--- config.mk ---
export PLATFORM = sky130hd
export DESIGN_NAME = gpio_atomic_port
export DESIGN_NICKNAME = d
export VERILOG_FILES = /design/src/rtl/gpio_atomic_pkg.sv /design/src/rtl/gpio_bus_decode.sv /design/src/rtl/gpio_reg_bank.sv /design/src/rtl/gpio_in_sync.sv /design/src/rtl/gpio_atomic_port.sv
export SDC_FILE = /design/constraint.sdc
export NUM_CORES = 1
export LEC_CHECK = 0
export ABC_AREA = 1
export BUFFER_PORTS_ARGS = -buffer_cell sky130_fd_sc_hd__buf_2
export CORE_MARGIN = 8
export CORE_UTILIZATION = 53
export DETAILED_ROUTE_END_ITERATION = 12
export PLACE_DENSITY = 0.76
export SLEW_MARGIN = 10
export SYNTH_ARGS = -nofsm -noshare
export SYNTH_HDL_FRONTEND = slang
export SYNTH_SLANG_ARGS = --single-unit
export TNS_END_PERCENT = 10
--- constraint.sdc ---
create_clock -name clk -period 1.87 [get_ports clk]
set_input_delay 0.0935 -clock clk [delete_from_list [all_inputs] [get_ports clk]]
set_output_delay 0.0935 -clock clk [all_outputs]
set_load 0.05 [all_outputs]
--- src/rtl/gpio_atomic_pkg.sv ---
package gpio_atomic_pkg;

   // Word slot within a register group, taken from bus_addr[4:2]
   localparam logic [2:0] SLOT_SET = 3'd0;
   localparam logic [2:0] SLOT_CLR = 3'd1;
   localparam logic [2:0] SLOT_TOG = 3'd2;
   localparam logic [2:0] SLOT_MSK = 3'd3;
   localparam logic [2:0] SLOT_VAL = 3'd4;
   localparam logic [2:0] SLOT_PIN = 3'd5;

   // Number of register groups: value group and enable group
   localparam int GROUPS = 2;

   // One-hot write strobes for one register group
   typedef struct packed {
      logic set;
      logic clr;
      logic tog;
      logic msk;
      logic val;
   } bank_wr_t;

endpackage

--- src/rtl/gpio_bus_decode.sv ---
module gpio_bus_decode
   import gpio_atomic_pkg::*;
#(
   parameter int ADDR_W = 12
) (
   input  logic              bus_sel,
   input  logic              bus_en,
   input  logic              bus_wr,
   input  logic [ADDR_W-1:0] bus_addr,
   output bank_wr_t [GROUPS-1:0] wr_strb,
   output logic              rd_hit,
   output logic              rd_grp,
   output logic [2:0]        rd_slot
);

   logic mapped;
   logic wr_go;

   always_comb begin
      mapped  = (bus_addr >> 6) == '0;
      rd_grp  = bus_addr[5];
      rd_slot = bus_addr[4:2];
      rd_hit  = bus_sel && mapped;
      wr_go   = bus_sel && bus_en && bus_wr && mapped;
   end

   for (genvar g = 0; g < GROUPS; g++) begin : g_strb
      always_comb begin
         wr_strb[g] = '0;
         if (wr_go && (rd_grp == g[0])) begin
            unique case (rd_slot)
               SLOT_SET: wr_strb[g].set = 1'b1;
               SLOT_CLR: wr_strb[g].clr = 1'b1;
               SLOT_TOG: wr_strb[g].tog = 1'b1;
               SLOT_MSK: wr_strb[g].msk = 1'b1;
               SLOT_VAL: wr_strb[g].val = 1'b1;
               default:  ;
            endcase
         end
      end
   end

endmodule

--- src/rtl/gpio_reg_bank.sv ---
module gpio_reg_bank
   import gpio_atomic_pkg::*;
#(
   parameter int DATA_W = 32
) (
   input  logic              clk,
   input  logic              rst_n,
   input  bank_wr_t          strb,
   input  logic [DATA_W-1:0] wdata,
   output logic [DATA_W-1:0] value,
   output logic [DATA_W-1:0] mask
);

   logic [DATA_W-1:0] free_bits;
   logic [DATA_W-1:0] value_nxt;

   // Only unprotected bits of the write data may act
   always_comb begin
      free_bits = wdata & ~mask;
      value_nxt = value;
      if (strb.set) value_nxt = value | free_bits;
      if (strb.clr) value_nxt = value & ~free_bits;
      if (strb.tog) value_nxt = value ^ free_bits;
      if (strb.val) value_nxt = (value & mask) | free_bits;
   end

   always_ff @(posedge clk or negedge rst_n) begin
      if (!rst_n) begin
         value <= '0;
         mask  <= '0;
      end else begin
         value <= value_nxt;
         if (strb.msk) mask <= wdata;
      end
   end

endmodule

--- src/rtl/gpio_in_sync.sv ---
module gpio_in_sync #(
   parameter int DATA_W = 32,
   parameter int STAGES = 2
) (
   input  logic              clk,
   input  logic              rst_n,
   input  logic [DATA_W-1:0] din,
   output logic [DATA_W-1:0] dout
);

   logic [STAGES-1:0][DATA_W-1:0] chain;

   always_ff @(posedge clk or negedge rst_n) begin
      if (!rst_n) chain <= '0;
      else        chain <= {chain[STAGES-2:0], din};
   end

   assign dout = chain[STAGES-1];

endmodule

--- src/rtl/gpio_atomic_port.sv ---
module gpio_atomic_port
   import gpio_atomic_pkg::*;
#(
   parameter int DATA_W      = 32,
   parameter int ADDR_W      = 12,
   parameter int SYNC_STAGES = 2
) (
   input  logic              clk,
   input  logic              rst_n,
   input  logic              bus_sel,
   input  logic              bus_en,
   input  logic              bus_wr,
   input  logic [ADDR_W-1:0] bus_addr,
   input  logic [DATA_W-1:0] bus_wdata,
   output logic [DATA_W-1:0] bus_rdata,
   input  logic [DATA_W-1:0] gpio_in,
   output logic [DATA_W-1:0] gpio_out,
   output logic [DATA_W-1:0] gpio_oe
);

   if (DATA_W < 1 || DATA_W > 32) begin : g_bad_width
      $error("DATA_W must be 1..32");
   end
   if (ADDR_W < 6) begin : g_bad_addr
      $error("ADDR_W must be at least 6");
   end
   if (SYNC_STAGES < 2) begin : g_bad_sync
      $error("SYNC_STAGES must be at least 2");
   end

   bank_wr_t [GROUPS-1:0] wr_strb;
   logic                  rd_hit;
   logic                  rd_grp;
   logic [2:0]            rd_slot;
   logic [DATA_W-1:0]     bank_val [GROUPS];
   logic [DATA_W-1:0]     bank_msk [GROUPS];
   logic [DATA_W-1:0]     pin_sync;

   gpio_bus_decode #(.ADDR_W(ADDR_W)) u_dec (
      .bus_sel (bus_sel),
      .bus_en  (bus_en),
      .bus_wr  (bus_wr),
      .bus_addr(bus_addr),
      .wr_strb (wr_strb),
      .rd_hit  (rd_hit),
      .rd_grp  (rd_grp),
      .rd_slot (rd_slot)
   );

   for (genvar g = 0; g < GROUPS; g++) begin : g_bank
      gpio_reg_bank #(.DATA_W(DATA_W)) u_bank (
         .clk  (clk),
         .rst_n(rst_n),
         .strb (wr_strb[g]),
         .wdata(bus_wdata),
         .value(bank_val[g]),
         .mask (bank_msk[g])
      );
   end

   gpio_in_sync #(.DATA_W(DATA_W), .STAGES(SYNC_STAGES)) u_sync (
      .clk  (clk),
      .rst_n(rst_n),
      .din  (gpio_in),
      .dout (pin_sync)
   );

   // Read path: write-only and reserved slots return zero
   always_comb begin
      bus_rdata = '0;
      if (rd_hit) begin
         unique case (rd_slot)
            SLOT_MSK: bus_rdata = bank_msk[rd_grp];
            SLOT_VAL: bus_rdata = bank_val[rd_grp];
            SLOT_PIN: bus_rdata = rd_grp ? '0 : pin_sync;
            default:  bus_rdata = '0;
         endcase
      end
   end

   assign gpio_out = bank_val[0];
   assign gpio_oe  = bank_val[1];

endmodule

==> out/qor.yml <==
cts:
  clk_pin_slew_ns: 0.08
  cts-root-buf: "clkbuf_16"
  htree_levels: 4
  cts.sinks: 192
  clock_latency_ns: 0.44
  cts_max_path_buffers: 2
  cts_buffers: 17
  cts_tree: "done"
timing:
  final_max_slew_viol_count: 0
  tns_ns: 0
  worst_pin_slew_ns: 0.450
  slew_headroom_pct: 70.0
  fin_crit_ns: 1.80
  finalClockSkew_ns: 0.0110
  finalHoldViolCount: 0
  setup_viol: 0
  timing.fmax_mhz: 555
  finalWorstSetupSlack_ns: 0.0683
  holdWs_ns: 0.173
  fin_crit_sh_pct: 96.3
critical_path:
  end_kind: "output port"
  startpoint: "g_bank[0].u_bank.mask[17]"
  crit_fanout: 3
  worstSetupPathType: "reg -> out"
  crit_required_ns: 1.78
  worstSetupEndpoint: "bus_rdata[17]"
  cp_data_arrival_time_ns: 1.71
  r2r_cells: 7
  rr_startpoint: "g_bank[0].u_bank.mask[31]"
  critical_path.startpoint_type: "register"
  rrSetupSlack_ns: 0.50
placed_design:
  pre_cts_ws_ns: 0.0202
  dpl_cell_area_um2: 12500
  gp_congestion: 0.833
  hpwl_um: 23200
  placed_cells: 1940
  io_buffer_count: 174
finish:
  n_fill_cell: 1695
  final_area_um2: 13800
  layout-drive-gt1-share_pct: 16.6
  area_growth_pct: 25.9
  diodes: 0
  instances_no_fill: 2039
  multi_input_area_um2: 5470
  seqCellArea_um2: 4800
  num-nets-final: 1837
synthesis:
  synthCells: 1520
  synth-seq-cells: 192
  synth_nets: 1601
  syn_area_um2: 11000
  ys_seq_area_share_pct: 43.8
  ys_top_cells_by_area: "dfrtp_1, nand2_1, nor2_1"
  synth_async_sr_flop_share_pct: 100
  yosysTopAreaCell: "dfrtp_1"
  synth-edff-count: 0
  synth_common_cells: "nand2_1, dfrtp_1, nor2_1, inv_1, nand4_1"
  netlist.area_leader.share_pct: 43.8
  avgSynthCellArea_um2: 7.22
  yosysMostFrequentCell: "nand2_1"
  synth_warnings: 0
  synth_cell_types: 30
  ys.flop_type: "dfrtp_1"
routing:
  drtIter0Drc: 959
  ant_nets: 0
  wl_um: 35500
  dr.pass1.iters: 9
  avgRoutedWirePerCell_um: 17.4
  via_count: 11500
  drcViolationCount: 0
  via_per_inst: 5.62
floorplanning:
  core_area_um2: 20300
  io_pins: 177
  initial_utilization_pct: 54.1
  rows: 52
  dieWidth_um: 160
  die_area_um2: 25600
  fp.dieH_um: 160
run_status:
  status: "finished clean"
power_and_ir_drop:
  max-vdd-ir-drop_mv: 0.573
  cellPowerDensity_nw_per_um2: 646
  cellLeakagePower_nw: 7.31
global_route:
  grt_pass1_wl_um: 57900
  grt_pass1_vias: 11600
  grt_max_degree: 66
  grtUsageTotal_pct: 27.6
  gr-total-overflow: 0
  antenna_found_initial: 0
hold_path:
  min_path_type: "in -> async"
job:
  maxCapViolations: 0
-- metrics by stage --
| stage | utilization [%] | total power, W |
|---|---|---|
| global placement | 61.8 | 0.00514 |
| detailed placement | 61.8 | 0.00515 |
| CTS | 67.9 | 0.00895 |
| global route | 68.1 | 0.00921 |
| floorplan | - | 0.00476 |
| finish | 68.1 | 0.00892 |
-- repair_timing --
| action | CTS | global route |
|---|---|---|
| gates resized for setup | 0 | 10 |
| endpoints found under the setup margin | 0 | 6 |
| hold buffers | 65 | 0 |
| hold endpoints to repair | 132 | 0 |
| buffers inserted | 0 | 2 |
-- cell families after synthesis --
logic type	Yosys count	share of synthesized area, %
compound gates	199	11.7
xor+xnor	54	4.31
buf+inv	180	7.13
flops	192	43.8
simple gates	895	33.1
-- metal layers --
layer,vias to the layer above,track usage [%],wire [um]
li1,5409,-,-
met1,5390,34.4,14600
met2,565,44.8,16600
met3,95,7.53,3280
met4,0,11.4,977
met5,-,0,0
-- cell type report --
type,count,share of cell area [%]
Clock buffer,17,3.08
Clock inverter,15,1.19
Inverter,97,2.63
Multi-Input combinational cell,1148,39.6
Sequential cell,192,34.8
Tap cell,270,2.44
Timing Repair Buffer,300,16.3
-- power breakdown --
part           switching [W]  internal, W
Sequential         0.0000595      0.00425
Combinational       0.000558     0.000320
Clock                0.00183      0.00191
-- how the worst min path moves through the flow --
stage          start                         end  cells past startpoint
2_1_floorplan  rst_n  asynchronous set/reset pin                      0
3_3_place_gp   rst_n              u_sync.dout[0]                      1
3_5_place_dp   rst_n              u_sync.dout[0]                      1
4_1_cts        rst_n             u_sync.chain[3]                      2
5_1_grt        rst_n  asynchronous set/reset pin                      2
6_report       rst_n              u_sync.dout[3]                      2
-- cells in the final DEF (no fill, tap or decap), types with 5 or more instances in the layout --
cell | synthesis | layout
buf_2 | 32 | 167
clkbuf_16 | 0 | 17
dfrtp_1 | 192 | 192
nand3_1 | 25 | 23
o21ai_0 | 41 | 40
inv_1 | 88 | 87
o211ai_1 | 8 | 8
inv_2 | 8 | 9
buf_4 | 14 | 43
dlygate4sd3_1 | 0 | 65
nand4_1 | 76 | 76
nor2_1 | 171 | 168
o22ai_1 | 5 | 5
nor2_4 | 0 | 6
a21oi_1 | 51 | 50
o21a_1 | 27 | 27
o211a_1 | 5 | 5
inv_8 | 0 | 5
buf_12 | 0 | 20
nand2_1 | 613 | 613
o2111ai_1 | 29 | 29
xor2_1 | 54 | 54
a31oi_1 | 27 | 25
-- worst max-delay path, stage by stage, from the launching register on --
cell and delay (ns):
dfrtp_1 0.37, inv_1 0.06, o2111ai_1 0.18, nand2_1 0.07, a31oi_1 0.28, clkbuf_4 0.31
Note: power is estimated with default switching activity, not from simulation.
